===== config.mk =====
export PLATFORM = sky130hd
export DESIGN_NAME = pkt_dma_burst_planner
export DESIGN_NICKNAME = d
export VERILOG_FILES = /design/src/rtl/pdma_pkg.sv /design/src/rtl/pdma_word_ceil.sv /design/src/rtl/pdma_burst_cap.sv /design/src/rtl/pdma_bus_lock.sv /design/src/rtl/pkt_dma_burst_planner.sv
export SDC_FILE = /design/constraint.sdc
export NUM_CORES = 1
export LEC_CHECK = 0
export ABC_AREA = 1
export BUFFER_PORTS_ARGS = -buffer_cell sky130_fd_sc_hd__buf_4
export CORE_AREA = 2 2 139 107
export CTS_BUF_LIST = sky130_fd_sc_hd__clkbuf_4
export CTS_CLUSTER_DIAMETER = 120
export DETAILED_ROUTE_END_ITERATION = 12
export DIE_AREA = 0 0 141 109
export GPL_ROUTABILITY_DRIVEN = 0
export PLACE_DENSITY = 0.79
export SYNTH_ARGS = -nofsm -noshare
export SYNTH_HDL_FRONTEND = slang
export SYNTH_HIERARCHICAL = 1
export SYNTH_SLANG_ARGS = --single-unit

===== constraint.sdc =====
create_clock -name clk -period 4.3 [get_ports clk]
set_input_delay 0.86 -clock clk [delete_from_list [all_inputs] [get_ports clk]]
set_output_delay 0.86 -clock clk [all_outputs]
set_load 0.01 [all_outputs]

===== src/rtl/pdma_pkg.sv =====
package pdma_pkg;

  typedef enum logic [1:0] {
    HT_IDLE   = 2'b00,
    HT_BUSY   = 2'b01,
    HT_NONSEQ = 2'b10,
    HT_SEQ    = 2'b11
  } htrans_e;

  typedef enum logic {
    ST_IDLE = 1'b0,
    ST_RUN  = 1'b1
  } plan_st_e;

  localparam logic [2:0] HB_SINGLE = 3'b000;
  localparam logic [2:0] HB_INCR   = 3'b001;

  localparam int CAP_W         = 9;
  localparam int KB_WORD_BITS  = 8;
  localparam int ABS_MAX_BEATS = 256;
  localparam int BULK_BEATS    = 128;
  localparam int ISO_BEATS     = 256;

endpackage


===== src/rtl/pdma_word_ceil.sv =====
module pdma_word_ceil #(
  parameter int IN_W = 16
) (
  input  logic [IN_W-1:0] bytes_i,
  output logic [IN_W-2:0] words_o
);

  logic [IN_W-2:0] whole_words;
  logic [IN_W-2:0] part_word;

  assign whole_words = {1'b0, bytes_i[IN_W-1:2]};
  assign part_word   = {{(IN_W-2){1'b0}}, |bytes_i[1:0]};
  assign words_o     = whole_words + part_word;

endmodule


===== src/rtl/pdma_burst_cap.sv =====
module pdma_burst_cap
  import pdma_pkg::*;
#(
  parameter int WCNT_W = 15,
  parameter int PKTW_W = 10
) (
  input  logic [KB_WORD_BITS-1:0] ptr_lo_i,
  input  logic [WCNT_W-1:0]       words_left_i,
  input  logic                    iso_i,
  input  logic [PKTW_W-1:0]       pkt_words_i,
  output logic [CAP_W-1:0]        cap_o
);

  localparam int NCAND = 4;
  localparam logic [CAP_W-1:0] ABS_CAP  = CAP_W'(ABS_MAX_BEATS);
  localparam logic [CAP_W-1:0] KB_SPAN  = CAP_W'(1 << KB_WORD_BITS);

  logic [CAP_W-1:0] cand    [NCAND];
  logic [CAP_W-1:0] run_min [NCAND+1];

  logic [CAP_W-1:0] left_sat;
  logic [CAP_W-1:0] pkt_sat;

  always_comb begin
    if (32'(words_left_i) > 32'(ABS_MAX_BEATS)) left_sat = ABS_CAP;
    else                                        left_sat = CAP_W'(words_left_i);
    if (pkt_words_i == '0)                            pkt_sat = CAP_W'(1);
    else if (32'(pkt_words_i) > 32'(ABS_MAX_BEATS))   pkt_sat = ABS_CAP;
    else                                              pkt_sat = CAP_W'(pkt_words_i);
  end

  assign cand[0] = iso_i ? CAP_W'(ISO_BEATS) : CAP_W'(BULK_BEATS);
  assign cand[1] = pkt_sat;
  assign cand[2] = KB_SPAN - {1'b0, ptr_lo_i};
  assign cand[3] = left_sat;

  assign run_min[0] = ABS_CAP;

  genvar g;
  generate
    for (g = 0; g < NCAND; g++) begin : g_min
      assign run_min[g+1] = (cand[g] < run_min[g]) ? cand[g] : run_min[g];
    end
  endgenerate

  assign cap_o = run_min[NCAND];

endmodule


===== src/rtl/pdma_bus_lock.sv =====
module pdma_bus_lock (
  input  logic clk,
  input  logic rst_n,
  input  logic advance_i,
  input  logic lock_mode_i,
  input  logic first_beat_i,
  input  logic last_data_i,
  output logic lock_o
);

  logic lock_q;
  logic lock_d;

  always_comb begin
    lock_d = lock_q;
    if (advance_i) begin
      if (last_data_i)                      lock_d = 1'b0;
      else if (first_beat_i && lock_mode_i) lock_d = 1'b1;
    end
  end

  always_ff @(posedge clk or negedge rst_n) begin
    if (!rst_n) lock_q <= 1'b0;
    else        lock_q <= lock_d;
  end

  assign lock_o = lock_q;

  AST_LOCK_ONLY_IN_MODE: assert property (@(posedge clk) disable iff (!rst_n)
    !lock_mode_i |-> !lock_q);

  AST_LOCK_DROPS_AT_END: assert property (@(posedge clk) disable iff (!rst_n)
    (advance_i && last_data_i) |=> !lock_q);

endmodule


===== src/rtl/pkt_dma_burst_planner.sv =====
module pkt_dma_burst_planner
  import pdma_pkg::*;
#(
  parameter int AW    = 30,
  parameter int LEN_W = 16,
  parameter int PKT_W = 11
) (
  input  logic             clk,
  input  logic             rst_n,
  input  logic             start_i,
  input  logic [AW-1:0]    start_waddr_i,
  input  logic [LEN_W-1:0] len_bytes_i,
  input  logic             iso_i,
  input  logic [PKT_W-1:0] pkt_bytes_i,
  input  logic             lock_en_i,
  input  logic             hgrant_i,
  input  logic             hready_i,
  output logic [AW+1:0]    haddr_o,
  output logic [1:0]       htrans_o,
  output logic [2:0]       hburst_o,
  output logic             hmastlock_o,
  output logic             busy_o,
  output logic             done_o
);

  localparam int WCNT_W = LEN_W - 1;
  localparam int PKTW_W = PKT_W - 1;
  localparam int BL_W   = CAP_W - 1;

  plan_st_e          st_q, st_d;
  logic [AW-1:0]     ptr_q, ptr_d;
  logic [AW-1:0]     haddr_q, haddr_d;
  htrans_e           htrans_q, htrans_d;
  logic [WCNT_W-1:0] words_q, words_d;
  logic [BL_W-1:0]   burst_q, burst_d;
  logic              iso_q, iso_d;
  logic [PKTW_W-1:0] pkt_q, pkt_d;
  logic              lockmode_q, lockmode_d;
  logic              started_q, started_d;
  logic              tail_a_q, tail_a_d;
  logic              tail_d_q, tail_d_d;
  logic              done_q, done_d;

  logic [WCNT_W-1:0] len_words;
  logic [PKTW_W-1:0] pkt_words;
  logic [CAP_W-1:0]  cap;
  logic              issue_ok;
  logic              continue_burst;
  logic              first_beat;
  logic              last_data;

  pdma_word_ceil #(.IN_W(LEN_W)) i_len_ceil (
    .bytes_i (len_bytes_i),
    .words_o (len_words)
  );

  pdma_word_ceil #(.IN_W(PKT_W)) i_pkt_ceil (
    .bytes_i (pkt_bytes_i),
    .words_o (pkt_words)
  );

  pdma_burst_cap #(.WCNT_W(WCNT_W), .PKTW_W(PKTW_W)) i_cap (
    .ptr_lo_i     (ptr_q[KB_WORD_BITS-1:0]),
    .words_left_i (words_q),
    .iso_i        (iso_q),
    .pkt_words_i  (pkt_q),
    .cap_o        (cap)
  );

  assign issue_ok       = (st_q == ST_RUN) && (words_q != '0) && hgrant_i;
  assign continue_burst = (htrans_q != HT_IDLE) && (burst_q != '0);
  assign first_beat     = hready_i && issue_ok && !started_q;
  assign last_data      = (st_q == ST_RUN) && tail_d_q;

  always_comb begin
    st_d       = st_q;
    ptr_d      = ptr_q;
    haddr_d    = haddr_q;
    htrans_d   = htrans_q;
    words_d    = words_q;
    burst_d    = burst_q;
    iso_d      = iso_q;
    pkt_d      = pkt_q;
    lockmode_d = lockmode_q;
    started_d  = started_q;
    tail_a_d   = tail_a_q;
    tail_d_d   = tail_d_q;
    done_d     = 1'b0;
    unique case (st_q)
      ST_IDLE: begin
        if (start_i) begin
          if (len_words == '0) begin
            done_d = 1'b1;
          end else begin
            st_d       = ST_RUN;
            ptr_d      = start_waddr_i;
            words_d    = len_words;
            iso_d      = iso_i;
            pkt_d      = pkt_words;
            lockmode_d = lock_en_i;
            started_d  = 1'b0;
            tail_a_d   = 1'b0;
            tail_d_d   = 1'b0;
          end
        end
      end
      ST_RUN: begin
        if (hready_i) begin
          tail_d_d = tail_a_q;
          if (tail_d_q) begin
            done_d = 1'b1;
            st_d   = ST_IDLE;
          end
          if (issue_ok) begin
            haddr_d   = ptr_q;
            ptr_d     = ptr_q + AW'(1);
            words_d   = words_q - WCNT_W'(1);
            started_d = 1'b1;
            tail_a_d  = (words_q == WCNT_W'(1));
            if (continue_burst) begin
              htrans_d = HT_SEQ;
              burst_d  = burst_q - BL_W'(1);
            end else begin
              htrans_d = HT_NONSEQ;
              burst_d  = BL_W'(cap - CAP_W'(1));
            end
          end else begin
            htrans_d = HT_IDLE;
            tail_a_d = 1'b0;
          end
        end
      end
      default: st_d = ST_IDLE;
    endcase
  end

  always_ff @(posedge clk or negedge rst_n) begin
    if (!rst_n) begin
      st_q       <= ST_IDLE;
      ptr_q      <= '0;
      haddr_q    <= '0;
      htrans_q   <= HT_IDLE;
      words_q    <= '0;
      burst_q    <= '0;
      iso_q      <= 1'b0;
      pkt_q      <= '0;
      lockmode_q <= 1'b0;
      started_q  <= 1'b0;
      tail_a_q   <= 1'b0;
      tail_d_q   <= 1'b0;
      done_q     <= 1'b0;
    end else begin
      st_q       <= st_d;
      ptr_q      <= ptr_d;
      haddr_q    <= haddr_d;
      htrans_q   <= htrans_d;
      words_q    <= words_d;
      burst_q    <= burst_d;
      iso_q      <= iso_d;
      pkt_q      <= pkt_d;
      lockmode_q <= lockmode_d;
      started_q  <= started_d;
      tail_a_q   <= tail_a_d;
      tail_d_q   <= tail_d_d;
      done_q     <= done_d;
    end
  end

  pdma_bus_lock i_lock (
    .clk          (clk),
    .rst_n        (rst_n),
    .advance_i    (hready_i),
    .lock_mode_i  (lockmode_q),
    .first_beat_i (first_beat),
    .last_data_i  (last_data),
    .lock_o       (hmastlock_o)
  );

  assign haddr_o  = {haddr_q, 2'b00};
  assign htrans_o = htrans_q;
  assign hburst_o = (htrans_q != HT_IDLE) ? HB_INCR : HB_SINGLE;
  assign busy_o   = (st_q == ST_RUN);
  assign done_o   = done_q;

  AST_HOLD_ON_WAIT: assert property (@(posedge clk) disable iff (!rst_n)
    (!hready_i && htrans_q != HT_IDLE) |=> ($stable(htrans_q) && $stable(haddr_q)));

  AST_SEQ_AFTER_BEAT: assert property (@(posedge clk) disable iff (!rst_n)
    (htrans_q == HT_SEQ) |-> ($past(htrans_q) != HT_IDLE));

  AST_SEQ_STEPS_ONE: assert property (@(posedge clk) disable iff (!rst_n)
    (hready_i && htrans_q != HT_IDLE) |=> (htrans_q != HT_SEQ || haddr_q == $past(haddr_q) + AW'(1)));

  AST_NO_KB_CROSS: assert property (@(posedge clk) disable iff (!rst_n)
    (htrans_q == HT_SEQ) |-> (haddr_q[KB_WORD_BITS-1:0] != '0));

  AST_TYPE_CAP: assert property (@(posedge clk) disable iff (!rst_n)
    (htrans_q != HT_IDLE) |-> (burst_q <= (iso_q ? BL_W'(ISO_BEATS - 1) : BL_W'(BULK_BEATS - 1))));

  AST_DONE_PULSE: assert property (@(posedge clk) disable iff (!rst_n)
    done_q |=> !done_q);

  AST_IDLE_QUIET: assert property (@(posedge clk) disable iff (!rst_n)
    (st_q == ST_IDLE) |-> (htrans_q == HT_IDLE && !hmastlock_o));

endmodule


==> impl_metrics.yaml <==
logic_synthesis:
  postSynthAreaPerCell_sq_um: 6.85
  netlist_area_sq_um: 7560
  postSynthCellCount: 1103
  synth_warnings: 6
pwr:
  power_frac_seq: 0.220
  power_w: 0.00814
  peakVddDrop_mv: 0.458
  power_frac_clock: 0.058
  p_sw_frac: 0.486
  p_switching_w: 0.00395
  leakagePower_nw: 4.72
  p_per_area_nw_per_um2: 861
  pwr-share-comb: 0.722
  p_int_w: 0.00419
clock_network:
  cts_max_path_buffers: 2
  clock_latency_ns: 0.49
  cts_buffers: 9
  cts.sinks: 103
  tritoncts: "yes"
  clk_pin_slew_ns: 0.17
  root_buffer: "clkbuf_4"
  h-tree-depth: 3
timing:
  drv_slew: 0
  hold_viol: 0
  finalSetupViolCount: 7
  fin_crit_sh: 1.06
  min_period_ns: 4.58
  finalClockSkew_ns: 0.0152
  worst_slew_pin_slew_ns: 0.792
  relSlewSlack: 0.472
  worst_slack_ns: -0.279
  fmax_mhz: 218
  rsz0062_at_grt: "yes"
floorplan:
  core_area_sq_um: 14100
  io_pins: 104
  start_util: 0.535
  rows: 38
  die_w_microns: 141
  die_area_sq_um: 15400
  die_h_microns: 109
critical_path:
  path_max_fanout: 6
  r2r_end: "burst_q[4]"
  endpoint_kind: "register"
  cp-start-kind: "register"
  reg2reg_slack_ns: -0.28
  rr_worst_depth: 34
  critPathRequiredTime_ns: 4.68
  cp.arrival_ns: 4.96
  critical_path.max_stage_delay_ns: 0.43
  crit_type: "reg -> reg"
  slowest_stage: "dfrtp_1"
  reg2reg_from: "ptr_q[1]"
routing:
  num_vias: 7906
  drt-wirelength-per-cell_microns: 15.0
  drtPass1Iterations: 5
  routed_wl_mm: 21.6
  avgViaCountPerCell: 5.48
  drt_iter0_drc: 715
  route.detailed.drc: 0
  antenna_left: 0
placement:
  dp_hpwl_mm: 15.4
  placedCellCount: 1401
  io_buffers: 99
outcome:
  violations: "setup timing"
  status: "finished with violations"
final_layout:
  fin_cells: 1443
  regArea_sq_um: 2580
  final_nets: 1348
  multi_input_area_sq_um: 4650
  syn_to_final_growth_pct: 25.1
  drive_gt1_frac: 0.254
  fill_cells: 1196
  final_util: 0.670
grt:
  grt_start_max_net_pins: 80
  track_usage: 0.280
  grt_overflow: 0
  first_global_vias: 7070
  grt_first_pass_wirelength_mm: 34.5
  antenna_found_initial: 1
worst_hold_path:
  hp-class: "in -> async"
job:
  maxCapViolations: 0
==> sequential cells by signal, summed over array words and instances, names as in the netlist <==
name and cells:
haddr_q 30, ptr_q 30, words_q 15, pkt_q 10, burst_q 8, htrans_o 2
busy_o 1, done_o 1, i_lock/lock_o 1, iso_q 1, lockmode_q 1, started_q 1
tail_a_q 1, tail_d_q 1
==> layout make-up <==
type / count / area share
Multi-Input combinational cell: 828 / 0.492
Clock buffer: 9 / 0.00714
Antenna cell: 1 / 0.000265
Sequential cell: 103 / 0.273
Clock inverter: 7 / 0.00503
Inverter: 139 / 0.0554
Tap cell: 180 / 0.0238
Timing Repair Buffer: 176 / 0.144
==> per-stage QoR <==
stage	hold WS, ns	cell area [sq um]	TNS [ns]	setup slack [ns]
2_1_floorplan	0.443	7680	-0.280	-0.143
3_3_place_gp	0.455	8840	-0.391	-0.0991
3_5_place_dp	0.461	8840	-1.27	-0.246
4_1_cts	0.319	9280	-0.195	-0.0558
5_1_grt	0.333	9460	-3.02	-0.494
6_report	0.310	9460	-1.57	-0.279
==> layout by cell type, fill, tap and decap left out, types with 6 or more instances in the layout <==
| master | instances |
|---|---|
| nand2_1 | 330 |
| buf_6 | 7 |
| inv_1 | 124 |
| nor2_1 | 78 |
| nor2_2 | 11 |
| ha_4 | 11 |
| a21oi_1 | 6 |
| clkbuf_4 | 9 |
| nor3_1 | 17 |
| or2_2 | 9 |
| buf_4 | 168 |
| xnor2_1 | 9 |
| nand3_1 | 100 |
| xor2_1 | 16 |
| o21a_1 | 8 |
| o31ai_1 | 7 |
| o21ai_2 | 8 |
| dfrtp_1 | 102 |
| nor2_4 | 6 |
| nand2_4 | 6 |
| o211ai_1 | 10 |
| nand4_1 | 16 |
| nand3_2 | 11 |
| a21oi_2 | 10 |
| inv_2 | 14 |
| nand2_2 | 21 |
| nand3b_1 | 8 |
| o21ai_0 | 74 |
| ha_1 | 14 |
==> how the worst max path moves through the flow <==
stage                         from    endpoint  slack, ns  depth (start not counted)
after global routing      ptr_q[1]  burst_q[6]      -0.49                         32
after global placement    pkt_q[9]  burst_q[4]       -0.1                         33
after detailed placement  pkt_q[9]  burst_q[4]      -0.25                         33
final                     ptr_q[1]  burst_q[4]      -0.28                         34
after floorplan           pkt_q[9]  burst_q[6]      -0.14                         32
after CTS                 pkt_q[8]  burst_q[6]      -0.06                         35
==> per-layer routing <==
metal / global-route usage / vias up / wire length, microns
met5: 0 / - / 0
met4: 0.0686 / 0 / 411
met3: 0.0452 / 45 / 2060
met2: 0.431 / 376 / 9380
met1: 0.415 / 3628 / 9730
li1: - / 3857 / -
==> repair_timing <==
action                                  4_1_cts  5_1_grt
hold buffers                                  0        0
gates resized for setup                      47       18
hold endpoints to repair                      0        0
pin swaps                                    33       27
endpoints found under the setup margin        7        8
setup buffers                                15       10
==> critical path, delay by kind of cell (launching register included) <==
family	cells	cell delay (ns)
fa+ha+maj	4	0.89
flops	1	0.43
simple gates	14	1.40
compound gates	7	0.75
buf+inv	8	0.83
xor+xnor	1	0.16
==> power by group through the flow <==
stage,registers [W],clock network [W],logic [W]
floorplan,0.00179,0,0.00295
global placement,0.00177,0,0.00446
detailed placement,0.00179,0,0.00460
CTS,0.00176,0.000477,0.00531
global route,0.00184,0.000514,0.00643
finish,0.00179,0.000472,0.00588
Note: power is estimated with default switching activity, not from simulation.
